`src/rtl/bus_claim_pkg.sv`:
```
package bus_claim_pkg;
   typedef enum logic [2:0] {
      ST_IDLE  = 3'd0,
      ST_ASK   = 3'd1,
      ST_DEFER = 3'd2,
      ST_OWN   = 3'd3,
      ST_COOL  = 3'd4
   } claim_state_t;
endpackage

```
`src/rtl/bus_claim_sync.sv`:
```
module bus_claim_sync #(
   parameter int STAGES = 2,
   parameter int WIDTH  = 3
) (
   input  logic             clk,
   input  logic             rst_n,
   input  logic [WIDTH-1:0] d,
   output logic [WIDTH-1:0] q
);
   generate
      if (STAGES < 1) begin : g_bad_depth
         $error("bus_claim_sync: STAGES must be at least 1");
      end
      if (WIDTH < 1) begin : g_bad_width
         $error("bus_claim_sync: WIDTH must be at least 1");
      end
      if (STAGES == 1) begin : g_single
         logic [WIDTH-1:0] stage_q;
         always_ff @(posedge clk or negedge rst_n) begin
            if (!rst_n) stage_q <= '1;
            else        stage_q <= d;
         end
         assign q = stage_q;
      end else begin : g_chain
         logic [WIDTH-1:0] pipe_q [STAGES];
         always_ff @(posedge clk or negedge rst_n) begin
            if (!rst_n) begin
               for (int i = 0; i < STAGES; i++) pipe_q[i] <= '1;
            end else begin
               pipe_q[0] <= d;
               for (int i = 1; i < STAGES; i++) pipe_q[i] <= pipe_q[i-1];
            end
         end
         assign q = pipe_q[STAGES-1];
      end
   endgenerate
endmodule

```
`src/rtl/bus_claim_holdoff.sv`:
```
module bus_claim_holdoff #(
   parameter int HOLDOFF_CYCLES = 2
) (
   input  logic clk,
   input  logic rst_n,
   input  logic start,
   output logic expired
);
   localparam int CW = (HOLDOFF_CYCLES < 1) ? 1 : $clog2(HOLDOFF_CYCLES + 1);

   generate
      if (HOLDOFF_CYCLES < 1) begin : g_bad_holdoff
         $error("bus_claim_holdoff: HOLDOFF_CYCLES must be at least 1");
      end
   endgenerate

   logic [CW-1:0] remain_q;

   always_ff @(posedge clk or negedge rst_n) begin
      if (!rst_n)                    remain_q <= '0;
      else if (start)                remain_q <= CW'(HOLDOFF_CYCLES);
      else if (remain_q != CW'(0))   remain_q <= remain_q - CW'(1);
   end

   assign expired = (remain_q == CW'(0));
endmodule

```
`src/rtl/bus_claim_fsm.sv`:
```
module bus_claim_fsm
   import bus_claim_pkg::*;
(
   input  logic         clk,
   input  logic         rst_n,
   input  logic         need,
   input  logic         done,
   input  logic         granted,
   input  logic         bus_free,
   input  logic         cool_over,
   output logic         cool_start,
   output claim_state_t state
);
   claim_state_t state_d;

   always_comb begin
      state_d = state;
      unique case (state)
         ST_IDLE:  if (need && cool_over) state_d = ST_ASK;
         ST_ASK: begin
            if (!need)                     state_d = ST_IDLE;
            else if (granted && bus_free)  state_d = ST_OWN;
            else if (granted)              state_d = ST_DEFER;
         end
         ST_DEFER: begin
            if (!need)         state_d = ST_IDLE;
            else if (bus_free) state_d = ST_OWN;
         end
         ST_OWN:   if (done)      state_d = ST_COOL;
         ST_COOL:  if (cool_over) state_d = ST_IDLE;
         default:                 state_d = ST_IDLE;
      endcase
   end

   always_ff @(posedge clk or negedge rst_n) begin
      if (!rst_n) state <= ST_IDLE;
      else        state <= state_d;
   end

   assign cool_start = (state == ST_OWN) && done;
endmodule

```
`src/rtl/bus_claim_ctrl.sv`:
```
module bus_claim_ctrl
   import bus_claim_pkg::*;
#(
   parameter int SYNC_STAGES    = 2,
   parameter int HOLDOFF_CYCLES = 2
) (
   input  logic clk,
   input  logic rst_n,
   input  logic need_i,
   input  logic done_i,
   input  logic grant_n_i,
   input  logic strobe_n_i,
   input  logic busy_n_i,
   output logic req_n_o,
   output logic ack_n_o,
   output logic owned_o
);
   localparam int BUS_BITS = 3;

   logic [BUS_BITS-1:0] bus_raw, bus_s;
   logic granted, bus_free, cool_start, cool_over;
   claim_state_t state;

   assign bus_raw = {grant_n_i, strobe_n_i, busy_n_i};

   bus_claim_sync #(.STAGES(SYNC_STAGES), .WIDTH(BUS_BITS)) u_sync (
      .clk(clk), .rst_n(rst_n), .d(bus_raw), .q(bus_s)
   );

   assign granted  = !bus_s[2];
   assign bus_free = bus_s[1] && bus_s[0];

   bus_claim_holdoff #(.HOLDOFF_CYCLES(HOLDOFF_CYCLES)) u_holdoff (
      .clk(clk), .rst_n(rst_n), .start(cool_start), .expired(cool_over)
   );

   bus_claim_fsm u_fsm (
      .clk(clk), .rst_n(rst_n), .need(need_i), .done(done_i),
      .granted(granted), .bus_free(bus_free), .cool_over(cool_over),
      .cool_start(cool_start), .state(state)
   );

   assign req_n_o = !((state == ST_ASK) || (state == ST_DEFER));
   assign ack_n_o = !(state == ST_OWN);
   assign owned_o = (state == ST_OWN);
endmodule

```
`config.mk`:
```
export PLATFORM = sky130hd
export DESIGN_NAME = bus_claim_ctrl
export DESIGN_NICKNAME = d
export VERILOG_FILES = /design/src/rtl/bus_claim_pkg.sv /design/src/rtl/bus_claim_sync.sv /design/src/rtl/bus_claim_holdoff.sv /design/src/rtl/bus_claim_fsm.sv /design/src/rtl/bus_claim_ctrl.sv
export SDC_FILE = /design/constraint.sdc
export NUM_CORES = 1
export LEC_CHECK = 0
export BUFFER_PORTS_ARGS = -buffer_cell sky130_fd_sc_hd__clkbuf_2
export CELL_PAD_IN_SITES_DETAIL_PLACEMENT = 0
export CELL_PAD_IN_SITES_GLOBAL_PLACEMENT = 1
export CORE_AREA = 2 2 39 41
export CTS_CLUSTER_DIAMETER = 120
export DETAILED_ROUTE_END_ITERATION = 7
export DIE_AREA = 0 0 41 43
export GPL_TIMING_DRIVEN = 0
export PLACE_DENSITY = 0.65
export SETUP_SLACK_MARGIN = 0.5
export SLEW_MARGIN = 10
export SYNTH_ARGS = -nofsm -noshare
export SYNTH_HDL_FRONTEND = slang
export SYNTH_SLANG_ARGS = --single-unit
```
`constraint.sdc`:
```
create_clock -name clk -period 2.16 [get_ports clk]
set_clock_uncertainty 0.05 [all_clocks]
set_input_delay 0.108 -clock clk [delete_from_list [all_inputs] [get_ports clk]]
set_output_delay 0.108 -clock clk [all_outputs]
set_load 0.1 [all_outputs]
```
==> results.py <==
metrics = {
    "run_status": {
        "status": "finished, final reports clean",
    },
    "finish": {
        "n_fill_cell": 134,
        "final_layout_size_suffix_gt1_share_pct": 52.5,
        "syn2layout_area_growth_pct": 43.6,
        "layout.nets": 70,
        "stdcell_area_um2": 688,
        "diodes": 0,
    },
    "floorplan": {
        "coreArea_mm2": 0.00138,
        "dieArea_mm2": 0.00176,
        "chipWidth_um": 41,
        "fp.dieH_um": 43,
        "io-pin-count": 10,
        "initial_core_util_pct": 34.6,
        "rows": 14,
    },
    "placement": {
        "portBuffers": 9,
        "gp_congestion": 0.708,
        "placed_area_um2": 559,
        "place_hpwl_um": 633,
    },
    "clock_network": {
        "path_clk_slew_ns": 0.07,
        "cts_tree": "yes",
        "root_buffer": "clkbuf_4",
        "clock_sinks": 11,
        "cts_htree_levels": 1,
        "cts_made_buffers": 3,
        "clk_latency_ns": 0.26,
        "clock_path_buffers": 2,
    },
    "timing": {
        "fin_crit_sh_pct": 77.7,
        "finalHoldViolCount": 0,
        "setup_violations": 0,
        "tns_ns": 0,
        "rsz0062_at_grt": "yes",
        "max-slew-margin-rel_pct": 67.8,
        "tightest_slew_ns": 0.486,
        "fin_crit_ns": 1.68,
        "timing.fmax_ghz": 0.596,
        "drv_slew": 0,
    },
    "critical_path": {
        "cp_num_buf_inv": 1,
        "path_cells": "inv_2 -> ha_4 -> or2_1 -> a221o_1 -> nor4b_4 -> o22a_1",
        "path_class": "reg -> reg",
        "crit_family": "compound AO/OA/AOI/OAI gates",
        "cp-end-kind": "flip-flop",
        "crit_start": "u_holdoff.remain_q[0]",
        "required_ns": 2.26,
        "cp.arrival_ns": 1.78,
        "startpoint_type": "flip-flop",
        "max_stage_delay_ns": 0.36,
        "cpMaxStageDelayCell": "dfrtp_1",
        "cp_max_fo": 3,
        "r2r_start": "u_holdoff.remain_q[0]",
    },
    "job": {
        "max-cap-violations": 0,
    },
    "yosys": {
        "yosysWarningCount": 0,
        "seq_area_frac_synth_pct": 59.0,
        "synth_cells": 40,
        "ys_types": 23,
        "syn_avg_cell_area_um2": 12.0,
        "synth_area_um2": 479,
        "syn_nets": 48,
        "synth_seq_cells": 11,
    },
    "min_path": {
        "holdCritStartpoint": "done_i",
        "min_path_type": "in -> reg",
    },
    "global_routing": {
        "grt_pass1_wl_um": 1480,
        "antenna_found_initial": 0,
        "gr-total-overflow": 0,
        "grt_max_degree": 12,
        "grt_use_total_pct": 13.3,
        "grt_pass1_vias": 380,
    },
    "route": {
        "avgRoutedWirePerCell_um": 12.7,
        "drtIter0Drc": 5,
        "vias": 375,
        "ant_nets": 0,
        "route.detailed.drc": 0,
        "firstDrtPassIters": 2,
        "vias_per_cell": 4.87,
        "drt_wl_total_um": 976,
    },
    "power_and_ir_drop": {
        "total_power_uw": 1130,
        "leakagePower_uw": 0.000320,
        "ir_drop_uv": 823,
        "powerDensity_mw_per_mm2": 1640,
    },
}
## path summary, 6_finish.rpt
| path | end | slack, ns | cells after the start |
|---|---|---|---|
| worst max-delay path | u_fsm.state[0] | 0.48 | 6 |
| worst min-delay path | u_holdoff.remain_q[0] | 0.03 | 2 |
| worst max register to register | u_fsm.state[0] | 0.48 | 6 |
| worst min register to register | u_sync.q[1] | 0.31 | 0 |
| max in group asynchronous | u_sync.g_chain.pipe_q[4] | 1.58 | 2 |
| min in group asynchronous | u_fsm.state[1] | 0.20 | 2 |
## through the flow
stage	setup WS [ns]	hold WS [ns]	util, %	instances
after floorplan	0.0316	-0.238	-	40
after global placement	0.417	-0.0652	40.4	65
after detailed placement	0.370	-0.0595	40.4	65
after CTS	0.496	0.00778	48.8	76
after global routing	0.422	0.0450	49.7	77
final	0.481	0.0303	49.7	77
## area by class of cell
cell class / instances / area [um^2] / share of cell area [%]
Timing Repair Buffer: 17 / 120 / 17.5
Sequential cell: 11 / 283 / 41.1
Inverter: 4 / 18.8 / 2.73
Multi-Input combinational cell: 25 / 220 / 32.0
Clock buffer: 4 / 26.3 / 3.82
Tap cell: 16 / 20.0 / 2.91
## metal layers
metal	track usage [%]	vias up	share of wire [%]
li1	-	181	-
met1	13.6	186	45
met2	21.6	8	51
met3	4.71	0	4.1
met4	8.00	0	0
met5	0	-	0
## power breakdown
group | leakage [uW] | internal, uW | switching [uW]
Sequential | 0.000124 | 261 | 53.4
Clock | 0.0000150 | 71.2 | 60.8
Combinational | 0.000181 | 273 | 412
Total | 0.000320 | 605 | 527
## cells in the final DEF (no fill, tap or decap), drive strengths merged, types with 2 or more instances in the layout
master        n
buf           5
clkbuf       12
dfrtp         5
dfstp         6
dlygate4sd3   4
inv           3
nand2         4
nand3         2
xor2          2
## timing repair
item                                    in CTS  in global routing
endpoints found under the hold margin       14                  0
setup buffers                                3                  1
hold buffers                                 4                  0
pin swaps                                    3                  0
resized for setup                            5                  5
endpoints found under the setup margin       2                  5
## state kept, by name, summed over array words and instances (netlist names)
register               cells
u_fsm.state                3
u_sync.q                   3
u_holdoff.remain_q         2
u_sync.g_chain.pipe_q      3
## cells by family (layout without fill, tap and decap cells)
| logic type | after synthesis | count (layout) | share of synthesized area [%] |
|---|---|---|---|
| AO/OA/AOI/OAI | 8 | 8 | 13.3 |
| buffers and inverters | 4 | 25 | 3.13 |
| multiplexers | 1 | 1 | 2.35 |
| AND/OR/NAND/NOR | 13 | 13 | 15.9 |
| flip-flops | 11 | 11 | 59.0 |
| adder cells (fa/ha/maj) | 1 | 1 | 2.61 |
| XOR/XNOR | 2 | 2 | 3.66 |
## synth_stat cells
cell,instances,share of area [%]
nor2b_1,1,1.3
nand2_1,4,3.1
xor2_1,2,3.7
a21o_2,1,1.8
and3_1,1,1.3
dfstp_2,6,33
inv_1,4,3.1
o21ai_0,1,1.0
o31ai_1,1,1.6
nand3_1,2,2.1
o2bb2ai_1,1,1.8
a41o_1,1,2.1
ha_1,1,2.6
dfrtp_1,5,26
o22a_1,1,1.8
mux2_2,1,2.3
and4bb_2,1,2.6
nor2_1,1,0.78
a21oi_1,1,1.0
a221o_1,1,2.1
or2_1,1,1.3
nor4b_1,1,1.8
or2b_1,1,1.6
(Power assumes the default switching activity.)
